===== src/rtl/psw_pkg.sv =====
`timescale 1ns/1ps
package psw_pkg;
   localparam int FLAG_W = 16;
   localparam int BIT_C  = 0;
   localparam int BIT_D  = 1;
   localparam int BIT_Z  = 2;
   localparam int BIT_S  = 3;
   localparam int BIT_B  = 4;
   localparam int BIT_O  = 5;
   localparam int BIT_I  = 6;
   localparam int BIT_U  = 7;
   localparam int IPL_LO = 12;
   localparam int IPL_W  = 3;
   localparam logic [FLAG_W-1:0] FLAG_MASK = 16'h70FF;

   typedef struct packed {
      logic             valid;
      logic             hw;
      logic             clr_u;
      logic [IPL_W-1:0] prio;
   } accept_t;
endpackage


===== src/rtl/psw_arbiter.sv =====
`timescale 1ns/1ps
module psw_arbiter
   import psw_pkg::*;
#(
   parameter int NUM_W      = 6,
   parameter int SW_U_LIMIT = 32
) (
   input  logic             irq_req,
   input  logic [IPL_W-1:0] irq_prio,
   input  logic [NUM_W-1:0] irq_num,
   input  logic             swi_req,
   input  logic [NUM_W-1:0] swi_num,
   input  logic             flag_i,
   input  logic [IPL_W-1:0] ipl,
   output accept_t          acc,
   output logic [NUM_W-1:0] acc_num
);
   localparam int NUM_SPAN = 1 << NUM_W;

   logic hw_ok;
   logic low_sw;

   // Numbers below the limit force the interrupt stack.
   generate
      if (SW_U_LIMIT >= NUM_SPAN) begin : g_all_low
         assign low_sw = 1'b1;
      end else if (SW_U_LIMIT <= 0) begin : g_none_low
         assign low_sw = 1'b0;
      end else begin : g_cmp_low
         assign low_sw = (swi_num < NUM_W'(SW_U_LIMIT));
      end
   endgenerate

   always_comb begin
      hw_ok     = irq_req && flag_i && (irq_prio > ipl);
      acc.valid = swi_req || hw_ok;
      acc.hw    = hw_ok && !swi_req;
      acc.prio  = irq_prio;
      acc.clr_u = (hw_ok && !swi_req) || (swi_req && low_sw);
      acc_num   = swi_req ? swi_num : irq_num;
   end
endmodule


===== src/rtl/psw_flag_reg.sv =====
`timescale 1ns/1ps
module psw_flag_reg
   import psw_pkg::*;
#(
   parameter int DATA_W = 16
) (
   input  logic              clk,
   input  logic              rst_n,
   input  accept_t           acc,
   input  logic              flg_we,
   input  logic [FLAG_W-1:0] flg_wdata,
   input  logic              alu_we,
   input  logic [DATA_W-1:0] alu_res,
   input  logic              alu_c,
   input  logic              alu_o,
   output logic [FLAG_W-1:0] flags_q,
   output logic [FLAG_W-1:0] flags_snap
);
   logic [FLAG_W-1:0] nxt;

   always_comb begin
      nxt = flags_q;
      if (acc.valid) begin
         nxt[BIT_I] = 1'b0;
         if (acc.clr_u) nxt[BIT_U] = 1'b0;
         if (acc.hw)    nxt[IPL_LO +: IPL_W] = acc.prio;
      end else if (flg_we) begin
         nxt = flg_wdata & FLAG_MASK;
      end else if (alu_we) begin
         nxt[BIT_C] = alu_c;
         nxt[BIT_Z] = (alu_res == '0);
         nxt[BIT_S] = alu_res[DATA_W-1];
         nxt[BIT_O] = alu_o;
      end
   end

   always_ff @(posedge clk or negedge rst_n) begin
      if (!rst_n) begin
         flags_q    <= '0;
         flags_snap <= '0;
      end else begin
         flags_q <= nxt;
         if (acc.valid) flags_snap <= flags_q;
      end
   end
endmodule


===== src/rtl/psw_sp_bank.sv =====
`timescale 1ns/1ps
module psw_sp_bank #(
   parameter int SP_W  = 16,
   parameter int BANKS = 2,
   localparam int SEL_W = (BANKS > 1) ? $clog2(BANKS) : 1
) (
   input  logic            clk,
   input  logic            rst_n,
   input  logic [SEL_W-1:0] sel,
   input  logic            we,
   input  logic [SP_W-1:0] wdata,
   output logic [SP_W-1:0] rdata
);
   logic [SP_W-1:0] sp_q [BANKS];

   generate
      for (genvar b = 0; b < BANKS; b++) begin : g_bank
         always_ff @(posedge clk or negedge rst_n) begin
            if (!rst_n)                              sp_q[b] <= '0;
            else if (we && (int'(sel) == b))         sp_q[b] <= wdata;
         end
      end
   endgenerate

   assign rdata = sp_q[sel];
endmodule


===== src/rtl/psw_vector_gen.sv =====
`timescale 1ns/1ps
module psw_vector_gen #(
   parameter int TB_W      = 20,
   parameter int NUM_W     = 6,
   parameter int VEC_SHIFT = 2
) (
   input  logic             clk,
   input  logic             rst_n,
   input  logic             tb_we,
   input  logic [TB_W-1:0]  tb_wdata,
   input  logic             acc_valid,
   input  logic [NUM_W-1:0] acc_num,
   output logic             ack,
   output logic [TB_W-1:0]  vec_addr,
   output logic [TB_W-1:0]  tbase_q
);
   logic [TB_W-1:0] offset;
   assign offset = TB_W'(acc_num) << VEC_SHIFT;

   always_ff @(posedge clk or negedge rst_n) begin
      if (!rst_n) begin
         tbase_q  <= '0;
         vec_addr <= '0;
         ack      <= 1'b0;
      end else begin
         ack <= acc_valid;
         if (acc_valid) vec_addr <= tbase_q + offset;
         if (tb_we)     tbase_q  <= tb_wdata;
      end
   end
endmodule


===== src/rtl/psw_irq_unit.sv =====
`timescale 1ns/1ps
module psw_irq_unit
   import psw_pkg::*;
#(
   parameter int SP_W       = 16,
   parameter int TB_W       = 20,
   parameter int NUM_W      = 6,
   parameter int DATA_W     = 16,
   parameter int VEC_SHIFT  = 2,
   parameter int SW_U_LIMIT = 32
) (
   input  logic              clk,
   input  logic              rst_n,
   input  logic              irq_req,
   input  logic [IPL_W-1:0]  irq_prio,
   input  logic [NUM_W-1:0]  irq_num,
   input  logic              swi_req,
   input  logic [NUM_W-1:0]  swi_num,
   input  logic              flg_we,
   input  logic [FLAG_W-1:0] flg_wdata,
   input  logic              alu_we,
   input  logic [DATA_W-1:0] alu_res,
   input  logic              alu_c,
   input  logic              alu_o,
   input  logic              sp_we,
   input  logic [SP_W-1:0]   sp_wdata,
   input  logic              tb_we,
   input  logic [TB_W-1:0]   tb_wdata,
   output logic              ack,
   output logic [TB_W-1:0]   vec_addr,
   output logic [FLAG_W-1:0] flags_snap,
   output logic [SP_W-1:0]   sp_rdata,
   output logic              bank_sel,
   output logic [FLAG_W-1:0] flags_q
);
   generate
      if (SP_W < 1)                    begin : g_bad_sp   $error("SP_W must be positive");            end
      if (DATA_W < 1)                  begin : g_bad_dat  $error("DATA_W must be positive");          end
      if (NUM_W < 1)                   begin : g_bad_num  $error("NUM_W must be positive");           end
      if (TB_W < NUM_W + VEC_SHIFT)    begin : g_bad_tb   $error("TB_W too narrow for vector offset"); end
   endgenerate

   accept_t          acc;
   logic [NUM_W-1:0] acc_num;
   logic [TB_W-1:0]  tbase_q;

   psw_arbiter #(.NUM_W(NUM_W), .SW_U_LIMIT(SW_U_LIMIT)) u_arb (
      .irq_req  (irq_req),
      .irq_prio (irq_prio),
      .irq_num  (irq_num),
      .swi_req  (swi_req),
      .swi_num  (swi_num),
      .flag_i   (flags_q[BIT_I]),
      .ipl      (flags_q[IPL_LO +: IPL_W]),
      .acc      (acc),
      .acc_num  (acc_num)
   );

   psw_flag_reg #(.DATA_W(DATA_W)) u_flg (
      .clk        (clk),
      .rst_n      (rst_n),
      .acc        (acc),
      .flg_we     (flg_we),
      .flg_wdata  (flg_wdata),
      .alu_we     (alu_we),
      .alu_res    (alu_res),
      .alu_c      (alu_c),
      .alu_o      (alu_o),
      .flags_q    (flags_q),
      .flags_snap (flags_snap)
   );

   psw_sp_bank #(.SP_W(SP_W), .BANKS(2)) u_sp (
      .clk   (clk),
      .rst_n (rst_n),
      .sel   (flags_q[BIT_U]),
      .we    (sp_we),
      .wdata (sp_wdata),
      .rdata (sp_rdata)
   );

   psw_vector_gen #(.TB_W(TB_W), .NUM_W(NUM_W), .VEC_SHIFT(VEC_SHIFT)) u_vec (
      .clk       (clk),
      .rst_n     (rst_n),
      .tb_we     (tb_we),
      .tb_wdata  (tb_wdata),
      .acc_valid (acc.valid),
      .acc_num   (acc_num),
      .ack       (ack),
      .vec_addr  (vec_addr),
      .tbase_q   (tbase_q)
   );

   assign bank_sel = flags_q[BIT_B];
endmodule


===== config.mk =====
export PLATFORM = sky130hd
export DESIGN_NAME = psw_irq_unit
export DESIGN_NICKNAME = d
export VERILOG_FILES = /design/src/rtl/psw_pkg.sv /design/src/rtl/psw_arbiter.sv /design/src/rtl/psw_flag_reg.sv /design/src/rtl/psw_sp_bank.sv /design/src/rtl/psw_vector_gen.sv /design/src/rtl/psw_irq_unit.sv
export SDC_FILE = /design/constraint.sdc
export NUM_CORES = 1
export LEC_CHECK = 0
export ABC_CLOCK_PERIOD_IN_PS = 2000
export BUFFER_PORTS_ARGS = -buffer_cell sky130_fd_sc_hd__buf_2
export CORE_AREA = 2 2 147 77
export DETAILED_ROUTE_END_ITERATION = 8
export DIE_AREA = 0 0 149 79
export PLACE_DENSITY = 0.86
export SLEW_MARGIN = 15
export SYNTH_ARGS = -nofsm -noshare
export SYNTH_HDL_FRONTEND = slang
export SYNTH_SLANG_ARGS = --single-unit

===== constraint.sdc =====
create_clock -name clk -period 2 [get_ports clk]
set_input_delay 0.1 -clock clk [delete_from_list [all_inputs] [get_ports clk]]
set_output_delay 0.1 -clock clk [all_outputs]
set_load 0.005 [all_outputs]

==> summary.txt, run 1 <==
setup ws final: -12.3 ps
die area: 11,800 µm²
Synth warnings: 0
largest net degree at the start of global routing: 96
later-pin clock latency in the skew report: 340 ps
Sink Count: 95
met2 wire length: 6.26 mm
leakage: 3.07 nW
Final setup viols: 1
Root Driver: clkbuf_16
fin crit share: 101%
status: finished with violations
Antenna Nets Post-Route: 0
core footprint: 10,600 µm²
failing checks: setup timing
crit-path max FO: 8
Gate Count Post-Synth: 398
share of cells above drive strength 1: 51.3%
syn avg cell area: 11.6 µm²
maximum vdd drop: 0.454 mV
# DRC: 0
first-pass GRT wire length: 20.0 mm
initial antenna violation count: 0
post-synthesis sequential area ratio: 51.7%
HPWL Detailed: 8.78 mm
deepest clock path buffer count: 2
Global Route Usage Sum: 21.8%
Rows: 27
CTS tree: yes
clock buffer count from CTS: 9
Die Wd: 149 µm
final clock skew: 5.56 ps
register bit total from synthesis: 95
most common cell after layout, fill and taps aside: buf_2
CP Capture Type: flip-flop
Cell Int Power: 3.94 mW
Fin Setup TNS: -12.3 ps
via count: 3,905
Slew HR: 65.4%
Post-Route WL: 12.9 mm
Pwr Density: 859 nW/µm²
Worst-Margin Slew: 519 ps
Mapped Area: 4600 µm²
Arr. time, crit path: 2210 ps
highest metal used: met4
Hold Crit Class: in2reg
Routability Congestion: 0.866
Critical Path RT: 2200 ps
vias per cell: 5.20
Filler cells: 834
Synth-to-Final Area Change: 41.6%
WS Path Type: reg2reg
metal3 WL: 955 µm
Routed WL per cell: 17.1 µm
Combinational Power Share: 26.2%
EDFF count, synth: 0
Die Span Y: 79 µm
fmax: 497 MHz
Async SR Flop Fraction: 100%
final hold slack: 7.39 ps
Pre-antenna DRT Iters: 5
sequential share of power: 44.3%
aggregate global routing overflow: 0
Initial Util: 43.4%
Max Slew Vio Count: 0
Max Cap Violations: 0
most frequent cells in the layout: buf_2 (146), dfrtp_1 (95), mux2_2 (71)
vias in the first global route: 4,172
fin crit period: 2010 ps
I/O pin total: 163
M1 WL: 5.45 mm
Sw Pwr: 1.66 mW
initial DRC count: 162
diode count: 0
Clk pin slew, worst setup/hold paths: 70 ps
Post-layout nets: 704
H-Tree Depth: 3
CP Launch Type: flip-flop
Final Hold Fails: 0
sw frac: 29.7%
dominant synthesized flop cell: dfrtp_1
Clock Power Share: 29.5%
distinct cell type count after synthesis: 50
RSZ-0062 raised after global routing: true
IO Port Bufs: 147
critical path: stages (launching register included):
cell	delay [ps]
dfrtp_1	390
inv_2	80
ha_4	200
nor2b_4	120
or3_4	360
a21oi_4	170
buf_8	160
inv_8	60
buf_12	140
nand2_2	80
o211ai_1	100
logic make-up after synthesis:
family	share of synthesized area (%)
AND/OR/NAND/NOR	10.3
other	0.0815
XOR/XNOR	2.28
AO/OA/AOI/OAI	9.35
adder cells (fa/ha/maj)	2.88
buffers and inverters	4.98
multiplexers	18.5
flip-flops	51.7
cell type report:
class                      count  area [µm²]  share of cell area, %
timing repair buffer         213        1440                   22.2
clock buffer                   9         225                   3.46
clock inverter                 7        63.8                  0.979
sequential                    95        2380                   36.5
inverter                      11        51.3                  0.787
tap                          145         181                   2.78
multi-input combinational    271        2170                   33.4
sequential cells by signal, indices dropped and copies added (netlist names):
| register | flops |
|---|---|
| u_vec.ack | 1 |
| u_vec.tbase_q | 20 |
| u_sp.sp_q | 32 |
| u_flg.flags_q | 11 |
| u_flg.flags_snap | 11 |
| u_vec.vec_addr | 20 |
stage by stage:
stage | std cells | util, % | cell area (µm²) | setup slack (ps) | power, mW
floorplan | 407 | - | 4680 | -113 | 3.17
global placement | 697 | 53.1 | 5630 | -138 | 3.68
detailed placement | 697 | 53.1 | 5630 | -178 | 3.77
CTS | 745 | 60.3 | 6390 | -89.8 | 5.58
global route | 751 | 61.4 | 6520 | -71.1 | 5.90
finish | 751 | 61.4 | 6520 | -12.3 | 5.60
final timing paths:
| check | end | cells after the start | slack [ps] | startpoint |
|---|---|---|---|---|
| worst max register to register | u_flg.flags_q[3] | 10 | -10 | u_flg.flags_q[13] |
| worst max-delay path | u_flg.flags_q[3] | 10 | -10 | u_flg.flags_q[13] |
| max in group asynchronous | u_vec.tbase_q[6] | 3 | 1250 | rst_n |
| min in group asynchronous | u_sp.sp_q[0] | 3 | 330 | rst_n |
| worst min register to register | u_vec.vec_addr[2] | 2 | 460 | u_vec.vec_addr[2] |
| worst min-delay path | u_vec.tbase_q[11] | 2 | 7 | tb_wdata[11] |
repair_timing:
action / CTS / global route
gates resized for setup: 39 / 14
hold buffers: 25 / 0
setup buffers: 7 / 4
pin swaps: 16 / 5
setup endpoints to repair: 26 / 37
hold endpoints to repair: 122 / 0
cloned: 1 / 3
power by group through the flow:
stage | clock [mW] | combinational, mW | sequential [mW]
after floorplan | 0 | 0.716 | 2.45
after global placement | 0 | 1.22 | 2.46
after detailed placement | 0 | 1.28 | 2.49
after CTS | 1.70 | 1.41 | 2.46
after global routing | 1.77 | 1.61 | 2.51
final | 1.65 | 1.47 | 2.48
synth_stat cells (all sizes together) (2+ instances only):
cell type / count / area, µm²
clkbuf: 5 / 18.8
mux2i: 3 / 30.0
nor4: 3 / 18.8
o21ai: 19 / 95.1
a31oi: 4 / 25.0
buf: 25 / 169
nand2: 53 / 199
inv: 11 / 41.3
o211ai: 6 / 45.0
nor3: 3 / 15.0
nor3b: 2 / 15.0
a21oi: 9 / 60.1
o2111a: 2 / 22.5
a211oi: 3 / 22.5
xor2: 12 / 105
mux2: 73 / 822
o22ai: 4 / 25.0
nor2: 15 / 56.3
nor2b: 7 / 43.8
a2bb2oi: 2 / 17.5
o2111ai: 5 / 43.8
and4: 2 / 17.5
dfrtp: 95 / 2380
ha: 9 / 113
nand3: 7 / 35.0
per-layer routing:
metal,vias to the layer above,track usage [%]
met5,-,0
met4,0,7.05
met3,23,5.75
met2,174,38.8
met1,1909,26.1
li1,1799,-
(Power assumes the default switching activity.)
==> run 2: changes to the inputs <==
Settings changed: CELL_PAD_IN_SITES_DETAIL_PLACEMENT set to 1, CELL_PAD_IN_SITES_GLOBAL_PLACEMENT set to 2, CORE_AREA 2 2 147 77 to 2 2 185 96, DIE_AREA 0 0 149 79 to 0 0 187 98.
==> run 2 against run 1 <==
- the flow still finishes with violations (setup timing)
- first-iteration DRC count down 38%
- register-to-register slack worse by 50 ps
- routed wire length up 16%
- clock-buffer cell count up 2
- die area up 56%
- clock power up 4%
==> summary.txt, run 2 (synthesis results as in run 1) <==
status: finished with violations
failing checks: setup timing
slowest cell on the critical path: dfrtp_1
Largest register FFs: 32
Cell Int Power: 4.11 mW
Post-layout nets: 720
Sink Count: 95
Max Cap Violations: 0
crit-path max FO: 5
later-pin clock latency in the skew report: 340 ps
Critical Path, Cell by Cell: inv_2, ha_4, nor2b_4, or3_4, a21oi_4, buf_4, buf_6, buf_16, buf_4, nand2_1, nand2_2
via count: 3,952
Top reg by flops: u_sp.sp_q
Initial Util: 27.2%
Die Span Y: 98 µm
vias in the first global route: 4,338
Combinational Power Share: 27.4%
RSZ-0062 raised after global routing: true
Critical Path RT: 2280 ps
CP Capture Type: flip-flop
I/O pin total: 163
vias per cell: 4.62
Clock Power Share: 29.6%
Hold Crit Start: sp_wdata[14]
fin crit period: 2060 ps
setup ws final: -58.1 ps
Pre-antenna DRT Iters: 4
Worst-Margin Slew: 557 ps
CTS tree: yes
Root Driver: clkbuf_16
Global Route Usage Sum: 16.6%
FF-to-FF Start: u_flg.flags_q[13]
Hold Crit Class: in2reg
initial antenna violation count: 0
aggregate global routing overflow: 0
Rows: 34
Clk pin slew, worst setup/hold paths: 70 ps
Final setup viols: 24
reg2reg end: u_flg.flags_snap[2]
Final Hold Fails: 0
# DRC: 0
clock buffer count from CTS: 9
IO Port Bufs: 147
deepest clock path buffer count: 2
WS Path Type: reg2reg
WHS Endpoint: u_sp.sp_q[14]
CP Launch Type: flip-flop
Routed WL per cell: 17.5 µm
Post-Route WL: 15.0 mm
R2R depth: 11
pre-CTS setup slack: -362 ps
most frequent cell on the critical path: buf_4
initial DRC count: 101
die area: 18,300 µm²
core footprint: 16,900 µm²
maximum vdd drop: 0.378 mV
Hold Path Stages: 2
sw frac: 29.1%
Die Wd: 187 µm
final clock skew: 7.57 ps
H-Tree Depth: 3
Routability Congestion: 0.840
HPWL Detailed: 10.7 mm
Synth-to-Final Area Change: 50.0%
leakage: 3.19 nW
most frequent cells in the layout: buf_2 (146), dfrtp_1 (95), mux2_2 (71)
Antenna Nets Post-Route: 0
R2R setup slack: -60 ps
largest registers: u_sp.sp_q (32), u_vec.tbase_q (20), u_vec.vec_addr (20)
max incr delay on CP: 390 ps
sequential share of power: 43.0%
share of cells above drive strength 1: 53.5%
diode count: 0
Arr. time, crit path: 2340 ps
Slew HR: 62.9%
most common cell after layout, fill and taps aside: buf_2
fmax: 486 MHz
Max Slew Vio Count: 0
first-pass GRT wire length: 23.7 mm
Filler cells: 1,862
Fin Setup TNS: -694 ps
fin crit share: 103%
Sw Pwr: 1.68 mW
Pwr Density: 839 nW/µm²
largest net degree at the start of global routing: 49
[run 2: cell types whose count changed in the layout (fill, tap and decap cells not counted), moves of 3 or more]
cell / before / now
dlygate4sd3_1: 25 / 30
o21ai_0: 15 / 11
buf_4: 29 / 34
nor2_4: 3 / 6
nand2_1: 48 / 40
nand2_2: 4 / 8
buf_6: 2 / 6
buf_12: 3 / 8
buf_8: 4 / 0
nand2_4: 1 / 5
o21ai_2: 0 / 4
[run 2: per-layer routing]
layer | up-vias | global-route usage (%) | share of wire (%)
met5 | - | 0 | 0
met4 | 0 | 2.44 | 0.45
met3 | 9 | 5.43 | 5.2
li1 | 1836 | - | -
met2 | 100 | 26.4 | 45
met1 | 2007 | 22.7 | 50
[run 2: how the worst max path moves through the flow]
stage,startpoint,to,cells after the start
after CTS,u_vec.tbase_q[2],u_vec.vec_addr[10],8
after global placement,swi_req,u_vec.vec_addr[10],10
final,u_flg.flags_q[13],u_flg.flags_snap[2],11
after floorplan,swi_req,u_vec.vec_addr[10],10
after detailed placement,swi_req,u_vec.vec_addr[10],10
after global routing,u_flg.flags_q[13],u_flg.flags_snap[12],11
[run 2: area by class of cell]
class / count / area [µm²] / area share (%)
Sequential cell: 95 / 2380 / 34.4
Multi-Input combinational cell: 271 / 2260 / 32.7
Timing Repair Buffer: 228 / 1620 / 23.5
Tap cell: 234 / 293 / 4.24
Clock buffer: 11 / 233 / 3.37
Clock inverter: 5 / 57.6 / 0.834
Inverter: 11 / 53.8 / 0.780
Timing Repair inverter: 1 / 8.76 / 0.127
[run 2: per-stage QoR]
stage / hold slack (ps) / instance area [µm²] / total power [mW] / cells / utilization (%)
after floorplan: -196 / 4680 / 3.17 / 407 / -
after global placement: 31.4 / 5790 / 3.75 / 789 / 34.3
after detailed placement: 41.1 / 5790 / 3.84 / 789 / 34.3
after CTS: 0.598 / 6610 / 5.73 / 846 / 39.1
after global routing: 3.83 / 6900 / 6.15 / 856 / 40.9
final: 18.1 / 6900 / 5.79 / 856 / 40.9
[run 2: worst max-delay path, delay by kind of cell (launching register included)]
| family | cells | cell delay (ps) |
|---|---|---|
| AOI/OAI and AO/OA | 1 | 210 |
| and+or+nand+nor | 4 | 640 |
| buffers and inverters | 5 | 560 |
| DFF | 1 | 390 |
| adders and majority gates | 1 | 200 |
[run 2: power by group through the flow]
stage	registers (mW)	logic (mW)	clock network, mW
floorplan	2.45	0.716	0
global placement	2.48	1.28	0
detailed placement	2.51	1.33	0
CTS	2.47	1.48	1.77
global route	2.54	1.75	1.86
finish	2.49	1.59	1.71
[run 2: what timing repair did]
action	in CTS	in global routing
endpoints found under the hold margin	54	0
cloned	2	3
pin swaps	11	21
resized for setup	22	54
endpoints found under the setup margin	24	37
buffers inserted	10	8
hold buffers	30	0
